<file path="config.mk">
export PLATFORM = sky130hd
export DESIGN_NAME = pwr_sleep_ctrl
export DESIGN_NICKNAME = d
export VERILOG_FILES = /design/src/rtl/pwr_sleep_pkg.sv /design/src/rtl/pwr_wake_detect.sv /design/src/rtl/pwr_ost_timer.sv /design/src/rtl/pwr_seq_fsm.sv /design/src/rtl/pwr_sleep_ctrl.sv
export SDC_FILE = /design/constraint.sdc
export NUM_CORES = 1
export LEC_CHECK = 0
export BUFFER_PORTS_ARGS = -buffer_cell sky130_fd_sc_hd__buf_2
export CAP_MARGIN = 20
export CORE_AREA = 3 3 42 59
export CTS_CLUSTER_DIAMETER = 60
export DETAILED_ROUTE_END_ITERATION = 6
export DIE_AREA = 0 0 45 62
export PLACE_DENSITY_LB_ADDON = 0.08
export REMOVE_ABC_BUFFERS = 1
export SETUP_SLACK_MARGIN = 0.1
export SLEW_MARGIN = 20
export SYNTH_ARGS = -nofsm -noshare
export SYNTH_HDL_FRONTEND = slang
export SYNTH_SLANG_ARGS = --single-unit
</file>
<file path="constraint.sdc">
create_clock -name clk -period 3.1 [get_ports clk]
set_clock_uncertainty 0.1 [all_clocks]
set_input_delay 0.62 -clock clk [delete_from_list [all_inputs] [get_ports clk]]
set_output_delay 0.62 -clock clk [all_outputs]
set_load 0.05 [all_outputs]
</file>
<file path="src/rtl/pwr_sleep_pkg.sv">
package pwr_sleep_pkg;

    typedef enum logic [1:0] {
        ST_RUN   = 2'd0,
        ST_SLEEP = 2'd1,
        ST_START = 2'd2,
        ST_DUMMY = 2'd3
    } pwr_state_e;

    localparam logic [1:0] OSC_EXT_RC = 2'b11;

    typedef struct packed {
        pwr_state_e state;
        logic       pwrdn_n;
        logic       tmo_n;
        logic       wdt_clr;
        logic       vec_load;
    } seq_regs_t;

endpackage

</file>
<file path="src/rtl/pwr_wake_detect.sv">
module pwr_wake_detect #(
    parameter int NUM_SRC = 8
) (
    input  logic [NUM_SRC-1:0] irq_en,
    input  logic [NUM_SRC-1:0] irq_flag,
    output logic               wake
);
    logic [NUM_SRC-1:0] hit;

    for (genvar i = 0; i < NUM_SRC; i++) begin : g_src
        assign hit[i] = irq_en[i] & irq_flag[i];
    end

    assign wake = |hit;

endmodule

</file>
<file path="src/rtl/pwr_ost_timer.sv">
module pwr_ost_timer #(
    parameter int OST_LEN = 1024
) (
    input  logic clk,
    input  logic rst_n,
    input  logic run_i,
    output logic ready_o
);
    localparam int CNT_W = $clog2(OST_LEN + 1);
    localparam logic [CNT_W-1:0] LAST = CNT_W'(OST_LEN - 1);

    logic [CNT_W-1:0] cnt_d, cnt_q;

    always_comb begin
        ready_o = run_i && (cnt_q == LAST);
        if (!run_i || ready_o) cnt_d = '0;
        else                   cnt_d = cnt_q + 1'b1;
    end

    always_ff @(posedge clk or negedge rst_n) begin
        if (!rst_n) cnt_q <= '0;
        else        cnt_q <= cnt_d;
    end

    // the counter rests at zero between start-up windows
    a_r6_idle_cleared: assert property (@(posedge clk) disable iff (!rst_n)
        !run_i |=> (cnt_q == '0));

    // the ready pulse is a single cycle
    a_r6_ready_single: assert property (@(posedge clk) disable iff (!rst_n)
        ready_o |=> !ready_o);

endmodule

</file>
<file path="src/rtl/pwr_seq_fsm.sv">
module pwr_seq_fsm
    import pwr_sleep_pkg::*;
#(
    parameter int          ADDR_W   = 13,
    parameter logic [12:0] VEC_ADDR = 13'h0004
) (
    input  logic              clk,
    input  logic              rst_n,
    input  logic              sleep_req,
    input  logic              clrwdt_req,
    input  logic              wake,
    input  logic              gie,
    input  logic              needs_ost,
    input  logic              ost_ready,
    output logic              ost_run,
    output logic              core_clk_en,
    output logic              pwrdn_n,
    output logic              tmo_n,
    output logic              wdt_clr,
    output logic              vec_load,
    output logic [ADDR_W-1:0] vec_addr
);
    seq_regs_t q, d;
    pwr_state_e resume_state;

    always_comb begin
        resume_state = gie ? ST_DUMMY : ST_RUN;
        d            = q;
        d.wdt_clr    = 1'b0;
        d.vec_load   = 1'b0;
        case (q.state)
            ST_RUN: begin
                if (clrwdt_req) begin
                    d.wdt_clr = 1'b1;
                    d.pwrdn_n = 1'b1;
                    d.tmo_n   = 1'b1;
                end
                if (sleep_req && !wake) begin
                    d.state   = ST_SLEEP;
                    d.wdt_clr = 1'b1;
                    d.pwrdn_n = 1'b0;
                    d.tmo_n   = 1'b1;
                end
            end
            ST_SLEEP: begin
                if (wake) d.state = needs_ost ? ST_START : resume_state;
            end
            ST_START: begin
                if (ost_ready) d.state = resume_state;
            end
            default: begin
                d.state    = ST_RUN;
                d.vec_load = 1'b1;
            end
        endcase
    end

    always_ff @(posedge clk or negedge rst_n) begin
        if (!rst_n) begin
            q.state    <= ST_RUN;
            q.pwrdn_n  <= 1'b1;
            q.tmo_n    <= 1'b1;
            q.wdt_clr  <= 1'b0;
            q.vec_load <= 1'b0;
        end else begin
            q <= d;
        end
    end

    assign ost_run     = (q.state == ST_START);
    assign core_clk_en = (q.state == ST_RUN) || (q.state == ST_DUMMY);
    assign pwrdn_n     = q.pwrdn_n;
    assign tmo_n       = q.tmo_n;
    assign wdt_clr     = q.wdt_clr;
    assign vec_load    = q.vec_load;
    assign vec_addr    = q.vec_load ? VEC_ADDR[ADDR_W-1:0] : '0;

    // a pending wake turns sleep into a no-operation
    a_r3_nop_keeps_status: assert property (@(posedge clk) disable iff (!rst_n)
        (q.state == ST_RUN && sleep_req && wake && !clrwdt_req)
        |=> (core_clk_en && !wdt_clr && $stable(pwrdn_n) && $stable(tmo_n)));

    // a real entry gates the core and updates status
    a_r4_sleep_entry: assert property (@(posedge clk) disable iff (!rst_n)
        (q.state == ST_RUN && sleep_req && !wake)
        |=> (!core_clk_en && wdt_clr && !pwrdn_n && tmo_n));

    // without wake the core stays asleep
    a_r5_sleep_holds: assert property (@(posedge clk) disable iff (!rst_n)
        (q.state == ST_SLEEP && !wake) |=> (q.state == ST_SLEEP));

    // the vector load follows the dummy cycle
    a_r7_vector_after_dummy: assert property (@(posedge clk) disable iff (!rst_n)
        vec_load |-> ($past(q.state) == ST_DUMMY && vec_addr == VEC_ADDR[ADDR_W-1:0]));

    // no watchdog clear arises from a halted core
    a_r10_halted_no_clear: assert property (@(posedge clk) disable iff (!rst_n)
        (q.state == ST_SLEEP || q.state == ST_START) |=> !wdt_clr);

endmodule

</file>
<file path="src/rtl/pwr_sleep_ctrl.sv">
module pwr_sleep_ctrl
    import pwr_sleep_pkg::*;
#(
    parameter int NUM_SRC = 8,
    parameter int OST_LEN = 1024
) (
    input  logic               clk,
    input  logic               rst_n,
    input  logic               sleep_req,
    input  logic               clrwdt_req,
    input  logic [NUM_SRC-1:0] irq_en,
    input  logic [NUM_SRC-1:0] irq_flag,
    input  logic               gie,
    input  logic [1:0]         osc_mode,
    output logic               core_clk_en,
    output logic               pwrdn_n,
    output logic               tmo_n,
    output logic               wdt_clr,
    output logic               vec_load,
    output logic [12:0]        vec_addr
);
    logic wake, ost_run, ost_ready, needs_ost;

    assign needs_ost = (osc_mode != OSC_EXT_RC);

    pwr_wake_detect #(.NUM_SRC(NUM_SRC)) u_wake (
        .irq_en   (irq_en),
        .irq_flag (irq_flag),
        .wake     (wake)
    );

    pwr_ost_timer #(.OST_LEN(OST_LEN)) u_ost (
        .clk     (clk),
        .rst_n   (rst_n),
        .run_i   (ost_run),
        .ready_o (ost_ready)
    );

    pwr_seq_fsm #(.ADDR_W(13), .VEC_ADDR(13'h0004)) u_seq (
        .clk         (clk),
        .rst_n       (rst_n),
        .sleep_req   (sleep_req),
        .clrwdt_req  (clrwdt_req),
        .wake        (wake),
        .gie         (gie),
        .needs_ost   (needs_ost),
        .ost_ready   (ost_ready),
        .ost_run     (ost_run),
        .core_clk_en (core_clk_en),
        .pwrdn_n     (pwrdn_n),
        .tmo_n       (tmo_n),
        .wdt_clr     (wdt_clr),
        .vec_load    (vec_load),
        .vec_addr    (vec_addr)
    );

    // a wake while running never gates the core on its own
    a_r2_wake_needs_sleep: assert property (@(posedge clk) disable iff (!rst_n)
        (core_clk_en && !sleep_req) |=> core_clk_en);

endmodule

</file>
==> results.md <==
- Initial core utilization: 0.497
- Slew Limit Headroom: 0.639
- CTS tree: yes
- Avg Cell Area, Syn: 10.3 sq um
- Hold crit path type: in -> async
- Post-synth top area cell: dfrtp_1
- Number of global-route vias before repair: 760
- Antenna violations before repair: 0
- Via Count: between 700 and 800
- Gr usage total: 0.153
- Inserted Diodes: 0
- Final worst-path cycle share: 0.737
- Hold WS: about 120 ps
- WP data required: ~3200 ps
- Final worst slack: ~820 ps
- Final Max Tran Viols: 0
- Arr. time, crit path: 2360 ps
- Worst slack at placement: between 800 and 900 ps
- Core Box Area: about 2000 sq um
- Via-to-Cell Ratio: 5.07
- Cell variety after synth: 28
- Fraction of layout cells with a size suffix above 1: 0.325
- Dpl hpwl: ~1400 um
- Num ports: approximately 40
- Worst-path clk slew: about 100 ps
- Seq/Total Area, Yosys: 0.431
- Worst Tran Pin Value: between 500 and 600 ps
- Status: finished, final reports clean
- Synthesized area: between 900 and 1000 sq um
- Final Setup Violations: 0
- Most common cell after layout, fill and taps aside: buf_2
- Routed len/inst: 12.2 um
- Post-CTS sizing: 0
- Commonest non-fill, non-tap cells in the layout: 28 x buf_2, 15 x dfrtp_1, 12 x conb_1, 7 x nand2_1, 6 x nor2_1
- Cells after Synth: 96
- Max clock buf depth: 2
- End-of-flow core utilization: 0.566
- Post-placement cell count: 143
- GP Congestion: ~0.73
- First DRT Iteration DRCs: 12
- Die area: about 2800 sq um
- Max IR drop VDD: about 690 uV
- Clock latency on the worst-skew pair: 290 ps
- First-pass GRT wire length: approximately 3100 um
- Critical path class: reg -> reg
- Worst Path Max Fanout: 9
- Cell Rows: 19
- Yosys top cell area share: 0.378
- Largest net degree at the start of global routing: 18
- Die H: 62 um
- Detailed Routing Iterations Pass 1: 2
- CP Launch Type: register
- Setup TNS: 0 ps
- Syn-to-layout area delta: 13.7%
- DIE WIDTH: between 40 and 50 um
- # Post-CTS Setup Buffers: 0
- Fin crit period: about 2300 ps
- Remaining DRCs: 0
- Crit. End Element: register
- Hold Fails Final Rpt: 0
- CTS Hold Buffers Added: 0
- Non-filler cells, final: 147
- CTS H-tree lvls: 1
- Cts bufs inserted: 3
- Total congestion overflow: 0
- Maxcap violations: 0
- Fin nets: about 160
- Port Buffers: 28
- Clock sink total: 17
- Max Clk Rate: 438 MHz
- Routed Antenna Nets: 0
- RSZ-0062 raised after global routing: false
- Top cells by area, synth: dfrtp_1 38%, buf_4 9.8%, ha_1 6.3%
- Routed WL: ~1800 um
- Pwr dens: about 640 nW/um^2
- Clk root buf: clkbuf_4
- Leakage power total: ~0.00057 uW
- #FFs+latches synth: 17
- Synth Warn #: 0
==> registers in the layout, indices dropped and copies added (netlist names) <==
register and cells:
u_ost.cnt_q 11, u_seq.q 2, u_seq.pwrdn_n 1, u_seq.tmo_n 1
u_seq.vec_load 1, u_seq.wdt_clr 1
==> per-layer routing <==
layer	vias to the layer above	track usage	routed length, um
li1	368	-	-
met1	339	0.174	701
met2	34	0.269	916
met3	5	0.0115	120
met4	0	0.100	56
met5	-	0	0
==> cell usage after synthesis <==
| cell type | n |
|---|---|
| nand4_4 | 1 |
| a21boi_1 | 1 |
| nand2_1 | 7 |
| and4_1 | 1 |
| o41ai_4 | 1 |
| and3_1 | 2 |
| or3_2 | 1 |
| or2_2 | 1 |
| nor2_1 | 6 |
| inv_1 | 5 |
| xor2_1 | 3 |
| a22oi_1 | 4 |
| o21ai_0 | 4 |
| or3_1 | 1 |
| nand3_1 | 4 |
| a31oi_1 | 1 |
| o311a_2 | 1 |
| a21bo_2 | 1 |
| and2_1 | 3 |
| conb_1 | 1 |
| dfstp_2 | 2 |
| nand4_1 | 2 |
| ha_1 | 5 |
| dfrtp_1 | 15 |
| a21oi_1 | 5 |
| xnor2_1 | 3 |
| buf_4 | 13 |
| mux2_4 | 2 |
==> kinds of logic after synthesis <==
kind of cell / after synthesis / share of synthesized area
AND/OR/NAND/NOR: 29 / 0.164
AO/OA/AOI/OAI: 18 / 0.139
buffers and inverters: 18 / 0.117
flip-flops: 17 / 0.431
XOR/XNOR: 6 / 0.0529
adder cells (fa/ha/maj): 5 / 0.0630
multiplexers: 2 / 0.0302
other: 1 / 0.00377
==> worst paths after layout <==
| path | start | end | slack (ps) | cells after the start |
|---|---|---|---|---|
| max | u_ost.cnt_q[0]$_DFF_PN0_ | u_seq.q[4]$_DFFE_PN0P_ | 820 | 6 |
| min | rst_n | u_ost.cnt_q[10]$_DFF_PN0_ | 120 | 1 |
| max reg2reg | u_ost.cnt_q[0]$_DFF_PN0_ | u_seq.q[4]$_DFFE_PN0P_ | 820 | 6 |
| min reg2reg | u_ost.cnt_q[0]$_DFF_PN0_ | u_ost.cnt_q[0]$_DFF_PN0_ | 400 | 1 |
| max in group asynchronous | rst_n | u_seq.tmo_n$_DFFE_PN1P_ | 2460 | 1 |
| min in group clk | sleep_req | u_seq.pwrdn_n$_DFFE_PN1P_ | 390 | 2 |
==> power by group <==
part	total, uW	switching (uW)	internal (uW)
Sequential	271	22.1	249
Combinational	331	216	115
Clock	118	67.7	50.1
==> area by class of cell <==
class,count,area [sq um]
inverters,5,18.8
repair buffers,28,140
fillers,191,867
clock buffers,4,26.3
flip-flops and latches,17,428
well taps,21,26.3
multi-input cells,72,490
==> critical path: stages, from the launching register on <==
cell and delay [ps]:
dfrtp_1 410, ha_1 230, nand4_1 180, o41ai_4 490, a21boi_1 210, a21bo_2 260
mux2_4 290
==> through the flow <==
step / cell area, sq um / total power [uW]
finish: 1130 / 719
global route: 1130 / 767
CTS: 1130 / 730
detailed placement: 1100 / 611
global placement: 1100 / 605
floorplan: 937 / 533
(Power assumes the default switching activity.)
